--- src/rtl/pw_pkg.sv ---
package pw_pkg;
  localparam int ENTRY_W  = 64;
  localparam int IDX_W    = 9;
  localparam int PG_SHIFT = 12;

  typedef enum logic [1:0] {
    PG_4K = 2'd0,
    PG_2M = 2'd1,
    PG_1G = 2'd2
  } pg_size_e;

  typedef enum logic [1:0] {
    ST_IDLE = 2'd0,
    ST_REQ  = 2'd1,
    ST_WAIT = 2'd2
  } walk_st_e;
endpackage

--- src/rtl/pw_addr_gen.sv ---
module pw_addr_gen
  import pw_pkg::*;
#(
  parameter int PA_W   = 40,
  parameter int LEVELS = 4,
  localparam int LVL_W   = $clog2(LEVELS),
  localparam int VPN_W   = IDX_W * LEVELS,
  localparam int FRAME_W = PA_W - PG_SHIFT
) (
  input  logic [VPN_W-1:0]   vpn_i,
  input  logic [LVL_W-1:0]   level_i,
  input  logic [FRAME_W-1:0] base_i,
  output logic [PA_W-1:0]    addr_o
);
  logic [IDX_W-1:0] idx_arr [LEVELS];

  // level 0 takes the most significant slice
  for (genvar l = 0; l < LEVELS; l++) begin : g_idx
    assign idx_arr[l] = vpn_i[IDX_W*(LEVELS-l)-1 -: IDX_W];
  end

  // table is 4 KiB aligned: base + 8*idx is a concatenation
  assign addr_o = {base_i, idx_arr[level_i], 3'b000};
endmodule

--- src/rtl/pw_entry_decode.sv ---
module pw_entry_decode
  import pw_pkg::*;
#(
  parameter int PA_W   = 40,
  parameter int LEVELS = 4,
  localparam int LVL_W   = $clog2(LEVELS),
  localparam int FRAME_W = PA_W - PG_SHIFT,
  localparam int SH_2M   = PG_SHIFT + IDX_W,
  localparam int SH_1G   = PG_SHIFT + 2*IDX_W
) (
  input  logic [ENTRY_W-1:0]   entry_i,
  input  logic [LVL_W-1:0]     level_i,
  input  logic [2*IDX_W-1:0]   vpn_lo_i,
  output logic                 present_o,
  output logic                 leaf_o,
  output pg_size_e             size_o,
  output logic [FRAME_W-1:0]   next_base_o,
  output logic [FRAME_W-1:0]   leaf_frame_o,
  output logic                 wr_o,
  output logic                 usr_o
);
  logic is_last, is_l1, is_l2, big;

  assign is_last = (level_i == LVL_W'(LEVELS-1));
  assign is_l1   = (level_i == LVL_W'(1));
  assign is_l2   = (level_i == LVL_W'(2));
  assign big     = entry_i[7];

  assign present_o   = entry_i[0];
  assign wr_o        = entry_i[1];
  assign usr_o       = entry_i[2];
  assign next_base_o = entry_i[PA_W-1:PG_SHIFT];
  assign leaf_o      = is_last || (big && (is_l1 || is_l2));

  always_comb begin
    size_o       = PG_4K;
    leaf_frame_o = entry_i[PA_W-1:PG_SHIFT];
    if (big && is_l1) begin
      size_o       = PG_1G;
      leaf_frame_o = {entry_i[PA_W-1:SH_1G], vpn_lo_i};
    end else if (big && is_l2) begin
      size_o       = PG_2M;
      leaf_frame_o = {entry_i[PA_W-1:SH_2M], vpn_lo_i[IDX_W-1:0]};
    end
  end

  logic unused_bits;
  assign unused_bits = ^{entry_i[ENTRY_W-1:PA_W], entry_i[PG_SHIFT-1:8], entry_i[6:3]};
endmodule

--- src/rtl/page_walker.sv ---
module page_walker
  import pw_pkg::*;
#(
  parameter int VA_W   = 48,
  parameter int PA_W   = 40,
  parameter int LEVELS = 4,
  localparam int LVL_W   = $clog2(LEVELS),
  localparam int VPN_W   = IDX_W * LEVELS,
  localparam int FRAME_W = PA_W - PG_SHIFT
) (
  input  logic                clk_i,
  input  logic                rst_ni,
  input  logic                miss_valid_i,
  output logic                miss_ready_o,
  input  logic [VA_W-1:0]     miss_vaddr_i,
  input  logic [PA_W-1:0]     root_base_i,
  output logic                mem_req_o,
  output logic [PA_W-1:0]     mem_addr_o,
  input  logic                mem_ack_i,
  input  logic                mem_rvalid_i,
  input  logic [ENTRY_W-1:0]  mem_rdata_i,
  output logic                fill_valid_o,
  output logic [FRAME_W-1:0]  fill_frame_o,
  output logic [1:0]          fill_size_o,
  output logic                fill_wr_o,
  output logic                fill_usr_o,
  output logic                fault_o
);
  walk_st_e           st_q;
  logic [LVL_W-1:0]   lvl_q;
  logic [VPN_W-1:0]   vpn_q;
  logic [FRAME_W-1:0] base_q;
  logic               wr_q, usr_q;

  logic               ent_present, ent_leaf, ent_wr, ent_usr;
  pg_size_e           ent_size;
  logic [FRAME_W-1:0] ent_next, ent_frame;

  pw_addr_gen #(.PA_W(PA_W), .LEVELS(LEVELS)) i_addr_gen (
    .vpn_i   (vpn_q),
    .level_i (lvl_q),
    .base_i  (base_q),
    .addr_o  (mem_addr_o)
  );

  pw_entry_decode #(.PA_W(PA_W), .LEVELS(LEVELS)) i_decode (
    .entry_i      (mem_rdata_i),
    .level_i      (lvl_q),
    .vpn_lo_i     (vpn_q[2*IDX_W-1:0]),
    .present_o    (ent_present),
    .leaf_o       (ent_leaf),
    .size_o       (ent_size),
    .next_base_o  (ent_next),
    .leaf_frame_o (ent_frame),
    .wr_o         (ent_wr),
    .usr_o        (ent_usr)
  );

  assign miss_ready_o = (st_q == ST_IDLE);
  assign mem_req_o    = (st_q == ST_REQ);

  always_ff @(posedge clk_i or negedge rst_ni) begin
    if (!rst_ni) begin
      st_q         <= ST_IDLE;
      lvl_q        <= '0;
      vpn_q        <= '0;
      base_q       <= '0;
      wr_q         <= 1'b0;
      usr_q        <= 1'b0;
      fill_valid_o <= 1'b0;
      fault_o      <= 1'b0;
      fill_frame_o <= '0;
      fill_size_o  <= PG_4K;
      fill_wr_o    <= 1'b0;
      fill_usr_o   <= 1'b0;
    end else begin
      fill_valid_o <= 1'b0;
      fault_o      <= 1'b0;
      unique case (st_q)
        ST_IDLE: if (miss_valid_i) begin
          vpn_q  <= miss_vaddr_i[PG_SHIFT +: VPN_W];
          base_q <= root_base_i[PA_W-1:PG_SHIFT];
          lvl_q  <= '0;
          wr_q   <= 1'b1;
          usr_q  <= 1'b1;
          st_q   <= ST_REQ;
        end
        ST_REQ: if (mem_ack_i) st_q <= ST_WAIT;
        ST_WAIT: if (mem_rvalid_i) begin
          if (!ent_present) begin
            fault_o <= 1'b1;
            st_q    <= ST_IDLE;
          end else if (ent_leaf) begin
            fill_valid_o <= 1'b1;
            fill_frame_o <= ent_frame;
            fill_size_o  <= ent_size;
            fill_wr_o    <= wr_q & ent_wr;
            fill_usr_o   <= usr_q & ent_usr;
            st_q         <= ST_IDLE;
          end else begin
            base_q <= ent_next;
            lvl_q  <= lvl_q + LVL_W'(1);
            wr_q   <= wr_q & ent_wr;
            usr_q  <= usr_q & ent_usr;
            st_q   <= ST_REQ;
          end
        end
        default: st_q <= ST_IDLE;
      endcase
    end
  end

  logic unused_va;
  assign unused_va = ^{miss_vaddr_i[PG_SHIFT-1:0], root_base_i[PG_SHIFT-1:0]};

  // read counter for the per-walk bound check
  logic [LVL_W:0] rd_cnt_q;
  always_ff @(posedge clk_i or negedge rst_ni) begin
    if (!rst_ni)                               rd_cnt_q <= '0;
    else if (miss_valid_i && miss_ready_o)     rd_cnt_q <= '0;
    else if (mem_req_o && mem_ack_i)           rd_cnt_q <= rd_cnt_q + 1'b1;
  end


  req_hold_chk: assert property (@(posedge clk_i) disable iff (!rst_ni)
    mem_req_o && !mem_ack_i |=> mem_req_o && $stable(mem_addr_o));

  out_excl_chk: assert property (@(posedge clk_i) disable iff (!rst_ni)
    !(fill_valid_o && fault_o));

  pulse_chk: assert property (@(posedge clk_i) disable iff (!rst_ni)
    (fill_valid_o || fault_o) |=> !fill_valid_o && !fault_o);

  read_bound_chk: assert property (@(posedge clk_i) disable iff (!rst_ni)
    rd_cnt_q <= (LVL_W+1)'(LEVELS));

  size_code_chk: assert property (@(posedge clk_i) disable iff (!rst_ni)
    fill_valid_o |-> fill_size_o != 2'd3);

  busy_req_chk: assert property (@(posedge clk_i) disable iff (!rst_ni)
    mem_req_o |-> !miss_ready_o);
endmodule

--- config.mk ---
export PLATFORM = sky130hd
export DESIGN_NAME = page_walker
export DESIGN_NICKNAME = d
export VERILOG_FILES = /design/src/rtl/pw_pkg.sv /design/src/rtl/pw_addr_gen.sv /design/src/rtl/pw_entry_decode.sv /design/src/rtl/page_walker.sv
export SDC_FILE = /design/constraint.sdc
export NUM_CORES = 1
export LEC_CHECK = 0
export BUFFER_PORTS_ARGS = -buffer_cell sky130_fd_sc_hd__buf_2
export CAP_MARGIN = 40
export CORE_MARGIN = 4
export CORE_UTILIZATION = 45
export CTS_CLUSTER_DIAMETER = 30
export CTS_CLUSTER_SIZE = 20
export DETAILED_ROUTE_END_ITERATION = 12
export HOLD_SLACK_MARGIN = 0.03
export PLACE_DENSITY_LB_ADDON = 0.15
export SYNTH_ARGS = -nofsm -noshare
export SYNTH_HDL_FRONTEND = slang
export SYNTH_SLANG_ARGS = --single-unit
export TNS_END_PERCENT = 10
--- constraint.sdc ---
create_clock -name clk_i -period 5.4 [get_ports clk_i]
set_input_delay 1.08 -clock clk_i [delete_from_list [all_inputs] [get_ports clk_i]]
set_output_delay 1.08 -clock clk_i [all_outputs]
set_load 0.03 [all_outputs]
-- After elaboration in Yosys (flattened, before gate mapping)
Cells that the tools add are included.
- flip-flop bits (word level): 104
- logic and storage cells: 77
- $add $sub $neg: 1
- $lt $le $gt $ge: 1
- eq/ne operators: 10
- muxes and demuxes: 39
- bitwise logic cells: 3
- reductions and logical operators: 11
- operator list (operator ; number):
    28-bit 2-to-1 mux ; 4
    28-bit case mux with 2 select lines ; 1
    9-bit 2-to-1 mux ; 3
    9-bit binary-select mux with 2-bit select ; 1
    18-bit 2-to-1 mux ; 1
    1-bit 2-to-1 mux ; 17
    2-bit 2-to-1 mux ; 8
    2-bit inequality test (second input constant) ; 4
    2-bit == test (second input constant) ; 3
    2-bit case mux with 3 select lines ; 1
    5-bit AND reduction ; 1
    2-bit by 1-bit == test with 1-bit output (second input constant) ; 2
    1-bit case mux with 2 select lines ; 2
    2-bit case mux with 2 select lines ; 1
    4-bit AND reduction ; 1
    3-bit >= comparator (second input constant) ; 1
    1-bit logical AND ; 3
    2-bit NOT with 3-bit output ; 1
    3-bit AND reduction ; 1
    2-bit by 1-bit adder with 2-bit output (second input constant) ; 1
    1-bit bitwise AND ; 2
    2-bit logical NOT ; 1
    1-bit logical OR ; 2
    2-bit by 1-bit inequality test with 1-bit output (second input constant) ; 1
    2 further kinds ; 2

-- Logic depth before layout (Yosys ltp)
Gate-level depths: netlist of the first run.
- word-level depth: 8
- depth in mapped cells: 9

-- Hierarchy
Synthesis of the first run repeated with hierarchy kept, for this count alone.
- cell total of the unflattened synthesis: 465
- area, all modules: 5251.3 um^2
- by module, submodules not included (module ; instances ; cells each ; area each (um^2)):
    page_walker ; 1 ; 351 ; 4194.0
    pw_entry_decode ; 1 ; 71 ; 601.8
    pw_addr_gen ; 1 ; 43 ; 455.4

-- Worst setup path after synthesis of the first run
Ideal clock, no wire load.
- path type: register to output
- start point: register lvl_q[0]
- end point: output port mem_addr_o[10]
- data arrival time: 1266 ps
- slack: 3054 ps
- cell stages (with the launch flop): 3
- path buffers: 1
- cell sequence: dfrtp_1 -> buf_2 -> mux4_2
- word-level cells in the longest chain between the ends: 4
- RTL lines (what ; RTL line ; source):
    from (decl) ; page_walker.sv:30 ; logic [LVL_W-1:0] lvl_q;
    from (signal assigned) ; page_walker.sv:102 ; lvl_q <= lvl_q + LVL_W'(1);
    2-bit NOT with 3-bit output (implied by the code) ; pw_addr_gen.sv:23 ; assign addr_o = {base_i, idx_arr[level_i], 3'b000};
    9-bit binary-select mux with 2-bit select ; pw_addr_gen.sv:23 ;
    9-bit 2-to-1 mux (implied by the code) (2 in series) ; pw_addr_gen.sv:23 ;
    to (decl) ; page_walker.sv:18 ; output logic [PA_W-1:0] mem_addr_o,
No other way between the ends. The select of a mux whose other input is x is not followed.

-- Worst setup path after layout of the first run
- start point: register lvl_q[0]
- end point: output port mem_addr_o[8]
Same word-level chain as after synthesis.

==> summary.md, run 1 <==
| Metric | Value |
|---|---|
| Status | completed |
| Met3 wire length | 1070 um |
| Tcrit/Tclk final | 57.1% |
| CP max stage delay | ~0.84 ns |
| Drt total wl | 12100 um |
| Average vias per placed instance | roughly 5.4 |
| Later-pin clock latency in the skew report | 0.36 ns |
| CP max-delay cell | dfrtp_1 |
| Top cells by area, synth | dfrtp_1 57%, mux2_2 11%, a2bb2oi_1 5.4%, mux4_2 4.4%, mux2i_1 4.4% |
| #FFs+latches synth | 104 |
| Largest net degree at the start of global routing | 57 |
| CTS Buf Count | 9 |
| Row count | 36 |
| GP Congestion | 0.842 |
| Setup TNS | 0 ns |
| First-pass GRT wire length | 18500 um |
| Post-CTS Hold Buffers | 0 |
| Crit path time final | 3.08 ns |
| Synth-to-Final Area Change | 26.2% |
| GRT Total Usage | 20.7% |
| Initial antenna violation count | 1 |
| Post-route DRC | 0 |
| Nets | between 600 and 700 |
| Max-Cap Viols | 0 |
| Vias in the first global route | 3555 |
| DRT met1 WL | 5300 um |
| Mean area per synthesized cell | 13.2 um^2 |
| Final-layout fill cell count | 866 |
| Hold Crit Class | reg -> reg |
| Register area | 2600 um^2 |
| Synth cell types | 31 |
| Top delay family on crit path | flip-flops |
| Hold violation count in the final report | 0 |
| DR pass1 iterations | 4 |
| WHS | between 0.4 and 0.5 ns |
| CTS tree | yes |
| Critical path class | reg -> out |
| Worst relative slew slack | between 40 and 50% |
| Highest metal used | met4 |
| Sequential share of the synthesized area | approximately 57% |
| Setup bufs post-CTS | 0 |
| Post-CTS sizing | 0 |
| Max clock buf depth | 2 |
| Via count | 3473 |
| Skew final | 0.00890 ns |
| Req. time, crit path | 4.32 ns |
| Layout cell share with drive strength beyond 1 | 49.9% |
| Critical path, cell by cell | mux4_2 -> buf_2 |
| Cells after Synth | 346 |
| WL/cell | 18.6 um |
| Pwr/cell area | 628 nW/um^2 |
| Top Ports | 233 |
| Leading area contributor after synthesis | dfrtp_1 |
| Starting density of the core | between 40% and 50% |
| Peak VDD IR | 0.000282 V |
| Synth top area share | 56.9% |
| Critical path peak fanout | 12 |
| Yosys Warn Count | 0 |
| Clk pin slew, worst setup/hold paths | about 0.090 ns |
| CP endpoint kind | output port |
| Multi-input gate area | 1830 um^2 |
| Met2 wire len | 5620 um |
| GR Overflow Total | 0 |
| Setup crit start kind | flop |
| Die Height | 109 um |
| Maximum clock frequency | 324 MHz |
| Leakage Power | 2.87 nW |
| Root buf cell | clkbuf_8 |
| Slew at the pin with the worst max-slew slack | 0.849 ns |
| Die area | 11800 um^2 |
| CTS H-tree lvls | 3 |
| Antenna Violating Nets Remaining | 0 |
| Port bufs | between 150 and 200 |
| Core area | between 9000 and 10000 um^2 |
| Crit path buf inv count | 1 |
| Die W | 109 um |
| RSZ-0062 raised after global routing | false |
| Arr. time, crit path | 2.00 ns |
| Mapped cell area | 4580 um^2 |
| DR iter-0 viols | 123 |
| Final setup violation count | 0 |
| TritonCTS Sinks | 104 |
| Final Max Tran Viols | 0 |
| HPWL after DPL | 8710 um |
-- routing by layer --
layer / vias to the layer above / track usage, %
li1: 1609 / -
met1: 1721 / 27.2
met2: 137 / 33.5
met5: - / 0
met4: 0 / 5.41
met3: 6 / 6.34
-- through the flow --
stage          power, W  utilization [%]  instance area (um^2)  std cells  setup slack [ns]
6_report        0.00363             58.8                  5770        649              2.32
5_1_grt         0.00384             58.8                  5770        649              2.21
4_1_cts         0.00366             58.8                  5770        648              2.28
3_3_place_gp    0.00306             56.2                  5520        631              2.31
2_1_floorplan   0.00258                -                  4580        348              3.05
3_5_place_dp    0.00312             56.5                  5550        632              2.44
-- worst min-delay path, cell delays in order (launching register included) --
cell,delay [ns]
dfrtp_1,0.35
nand2_1,0.04
o21ai_0,0.06
-- cell type report --
class	count	area share, %
sequential	104	45.1
inverter	4	0.260
multi-input combinational	212	31.7
timing repair buffer	179	16.2
tap	133	2.88
clock buffer	12	2.51
antenna	1	0.0433
clock inverter	4	1.32
-- state kept, by name (all words and copies together), names as in the netlist, 2 cells and up --
name,count
base_q,28
st_q,2
lvl_q,2
vpn_q,36
fill_frame_o,28
fill_size_o,2
-- Yosys cell counts, drive strengths merged --
cell type and instances:
a31o 1, and2b 1, o22ai 29, mux2i 20, nand2 28, mux4 9
clkbuf 8, o31ai 3, o2111ai 1, mux2 46, a31oi 2, nor2 4
o21ai 23, conb 1, nand2b 3, nand3 1, a21oi 3, nor2b 1
dfrtp 104, inv 4, or3b 1, nor3b 1, or2 1, a2bb2oi 28
ha 3, buf 20
-- power by group --
group | internal (W) | leakage [nW] | total (W) | switching, W
Clock | 0.000276 | 0.107 | 0.000537 | 0.000261
Combinational | 0.000695 | 1.50 | 0.00172 | 0.00102
Sequential | 0.00112 | 1.27 | 0.00137 | 0.000248
-- cell families (layout without fill, tap and decap cells) --
group                    Yosys count  count (layout)  share of synthesized area, %
multiplexers                      75              75                          20.1
other                              1               4                        0.0820
AND/OR/NAND/NOR                   41              41                          3.94
adder cells (fa/ha/maj)            3               3                         0.820
AO/OA/AOI/OAI                     90              90                          14.5
flip-flops                       104             104                          56.9
buffers and inverters             32             199                          3.64
-- cell usage in the layout (no fill, tap or decap) --
cell type | synthesis | layout
o22ai_2 | 6 | 6
clkbuf_8 | 0 | 10
o2111ai_4 | 1 | 1
or2_2 | 1 | 1
nand2_1 | 28 | 28
dfrtp_1 | 104 | 104
inv_6 | 0 | 1
a31oi_1 | 2 | 2
conb_1 | 1 | 3
a21oi_1 | 3 | 2
nand2b_1 | 3 | 3
ha_1 | 3 | 3
o21ai_1 | 0 | 1
clkinvlp_4 | 0 | 1
o22ai_1 | 23 | 23
and2b_2 | 0 | 1
a2bb2oi_1 | 28 | 28
nand3_1 | 1 | 1
a31o_2 | 1 | 1
bufinv_16 | 0 | 2
mux2i_1 | 20 | 20
mux2_2 | 43 | 43
nor2b_1 | 1 | 1
buf_16 | 0 | 1
mux2_1 | 3 | 3
mux4_2 | 9 | 9
buf_4 | 5 | 6
nor3b_2 | 0 | 1
diode_2 | 0 | 1
o21ai_0 | 23 | 22
or3b_1 | 1 | 1
nor2_1 | 4 | 4
clkbuf_1 | 8 | 2
o31ai_1 | 3 | 3
a21oi_4 | 0 | 1
inv_1 | 4 | 4
buf_2 | 10 | 172
-- worst paths after layout --
kind	start	end	slack, ns	cells after the start
setup / recovery	lvl_q[0]	mem_addr_o[8]	2.32	2
hold / removal	fill_usr_o	fill_usr_o	0.48	2
setup reg to reg	lvl_q[0]	base_q[24]	2.52	7
hold reg to reg	fill_usr_o	fill_usr_o	0.48	2
max in group asynchronous	rst_ni	vpn_q[35]	3.52	2
min in group asynchronous	rst_ni	base_q[11]	0.72	1
Note: power is estimated with default switching activity, not from simulation.
==> run 2, diff against run 1 <==
Settings changed: CORE_UTILIZATION 45 to 41.
Clock period 5.4 ns to 2.7 ns, I/O delays scaled along.
==> run 2 against run 1 <==
Cell count rose by 2.3%. Combinational power is 110% higher. Global-route usage is 0.85 points lower. Design area is 2.4% higher. Count of clock-buffer cells in the layout fell by 1. Sequential share of layout area shrank 1.1 points. Utilization fell by 4.5 points. Worst hold slack worse by 0.39 ns. Sequential cell count is the same. Critical path depth is 3 higher. Clock skew grew 0.0040 ns. Largest power group unchanged. Via count hardly changed. Highest routed layer unchanged.
==> summary.md, run 2 (synthesis results as in run 1) <==
| Metric | Value |
|---|---|
| Status | completed |
| HPWL after DPL | 9230 um (+6.0%) |
| Nets | 679 (+1.3%) |
| Pwr/cell area | 1270 nW/um^2 (+100%) |
| Post-CTS sizing | 0 (unchanged) |
| Root buf cell | clkbuf_8 |
| Tcrit/Tclk final | 84.2% |
| Setup TNS | 0 ns (unchanged) |
| CTS H-tree lvls | 3 (unchanged) |
| Via count | 3471 (-0.058%) |
| WL/cell | 18.7 um (+0.67%) |
| Crit path time final | 2.27 ns |
| Hold Crit Class | in -> async |
| Antenna Violating Nets Remaining | 0 (unchanged) |
| CP endpoint kind | flop |
| Die area | 12900 um^2 (+9.0%) |
| Row count | 38 (+5.6%) |
| Multi-input gate area | 1830 um^2 (unchanged) |
| GRT Total Usage | 19.8% (-0.85 points) |
| GP Congestion | 0.815 (-3.2%) |
| First-pass GRT wire length | 20000 um (+8.0%) |
| Average vias per placed instance | 5.23 (-2.3%) |
| Largest Register | vpn_q |
| Skew final | 0.0129 ns (+0.00403 ns) |
| WHS | 0.0891 ns (-0.392 ns) |
| GR Overflow Total | 0 (unchanged) |
| Area post-placement | 5640 um^2 (+1.7%) |
| DR pass1 iterations | 4 (unchanged) |
| Setup crit start kind | flop |
| Commonest cells after routing, fill and taps aside | 172 x buf_2, 104 x dfrtp_1, 43 x mux2_2 |
| Crit path buf inv count | 2 (+1) |
| Critical path's most frequent cell | buf_4 |
| Max clock buf depth | 2 (unchanged) |
| Core area | 10900 um^2 (+11%) |
| RSZ-0062 raised after global routing | false |
| Hold violation count in the final report | 0 (unchanged) |
| Final Instance Area | 5910 um^2 (+2.4%) |
| Leakage Power | 2.95 nW (+2.6%) |
| Later-pin clock latency in the skew report | 0.36 ns (about the same) |
| Largest net degree at the start of global routing | 53 (-7.0%) |
| Regs by FF count | vpn_q (36), base_q (28), fill_frame_o (28) |
| Max reg flops | 36 (unchanged) |
| Maximum clock frequency | 440 MHz |
| Drt total wl | 12400 um (+3.0%) |
| Initial antenna violation count | 0 (-1) |
| Worst relative slew slack | 54.7% (+11 points) |
| DR iter-0 viols | 182 (+48%) |
| Synth-to-Final Area Change | 29.2% |
| Top Ports | 233 (unchanged) |
| Final-layout fill cell count | 968 (+12%) |
| Port bufs | 173 (unchanged) |
| Clk pin slew, worst setup/hold paths | 0.10 ns (about the same) |
| CP max-delay cell | and2b_2 |
| Die Height | 114 um (+4.4%) |
| Critical path, cell by cell | and2b_2 -> buf_4 -> a31o_2 -> buf_4 -> a2bb2oi_1 |
| Post-CTS Hold Buffers | 0 (unchanged) |
| TritonCTS Sinks | 104 (unchanged) |
| Critical R2R Launch | st_q[0] |
| Req. time, crit path | 2.94 ns (-1.38 ns) |
| Register area | 2600 um^2 (unchanged) |
| Final setup violation count | 0 (unchanged) |
| Die W | 114 um (+4.4%) |
| Reg2reg setup slack | 0.43 ns (-2.09 ns) |
| Post-route DRC | 0 (unchanged) |
| CTS Buf Count | 9 (unchanged) |
| Layout cell share with drive strength beyond 1 | 51.0% (+1.1 points) |
| Critical path peak fanout | 24 (+12) |
| Starting density of the core | 42.0% (-4.6 points) |
| Top delay family on crit path | buffers and inverters |
| Worst R2R End | base_q[6] |
| Critical path class | reg -> reg |
| Arr. time, crit path | 2.51 ns (+0.51 ns) |
| Max-Cap Viols | 0 (unchanged) |
| Vias in the first global route | 3753 (+5.6%) |
| Final Max Tran Viols | 0 (unchanged) |
| Worst R2R Path Depth | 5 (-2) |
| CP max stage delay | 0.50 ns (-0.34 ns) |
| CTS tree | yes |
| Peak VDD IR | 0.000591 V (+110%) |
| Commonest non-fill, non-tap cell in the layout | buf_2 |
| Slew at the pin with the worst max-slew slack | 0.678 ns (-0.171 ns) |
| Setup bufs post-CTS | 0 (unchanged) |
| ANT cells | 0 (-1) |
[run 2: cell count changes in the layout (fill, tap and decap cells not counted), sizes merged]
cell / previous run / this run
buf: 179 / 188
bufinv: 2 / 4
diode: 1 / 0
inv: 5 / 4
clkbuf: 12 / 11
[run 2: where the power goes]
part | switching [W] | internal, W
Combinational | 0.00212 | 0.00143
Clock | 0.000526 | 0.000736
Sequential | 0.000446 | 0.00224
[run 2: cell type report]
cell class              instances  area share [%]
flip-flops and latches        104            44.0
multi-input cells             212            31.0
repair buffers                188            17.2
well taps                     140            2.96
clock buffers                  11            2.39
clock inverters                 5            2.16
inverters                       4           0.254
[run 2: metrics by stage]
stage / worst slack [ns] / std cells / total power, W / util [%]
2_1_floorplan: 0.550 / 348 / 0.00517 / -
3_3_place_gp: 0.516 / 648 / 0.00622 / 51.8
3_5_place_dp: 0.452 / 648 / 0.00631 / 51.8
4_1_cts: 0.444 / 664 / 0.00758 / 54.3
5_1_grt: 0.275 / 664 / 0.00795 / 54.3
6_report: 0.427 / 664 / 0.00750 / 54.3
[run 2: routing by layer]
layer	vias to the layer above	track usage (%)	routed length [um]
li1	1623	-	-
met1	1709	26.2	5410
met2	126	32.5	5900
met3	13	4.14	934
met4	0	6.89	182
met5	-	0	0
[run 2: worst max-delay path by stage]
stage	from	end	slack [ns]	depth (start not counted)
finish	st_q[0]	base_q[6]	0.43	5
global placement	lvl_q[1]	base_q[3]	0.52	6
floorplan	lvl_q[0]	fill_frame_o[24]	0.55	7
CTS	st_q[0]	base_q[6]	0.44	5
global route	lvl_q[1]	base_q[19]	0.27	6
detailed placement	st_q[0]	base_q[6]	0.45	5
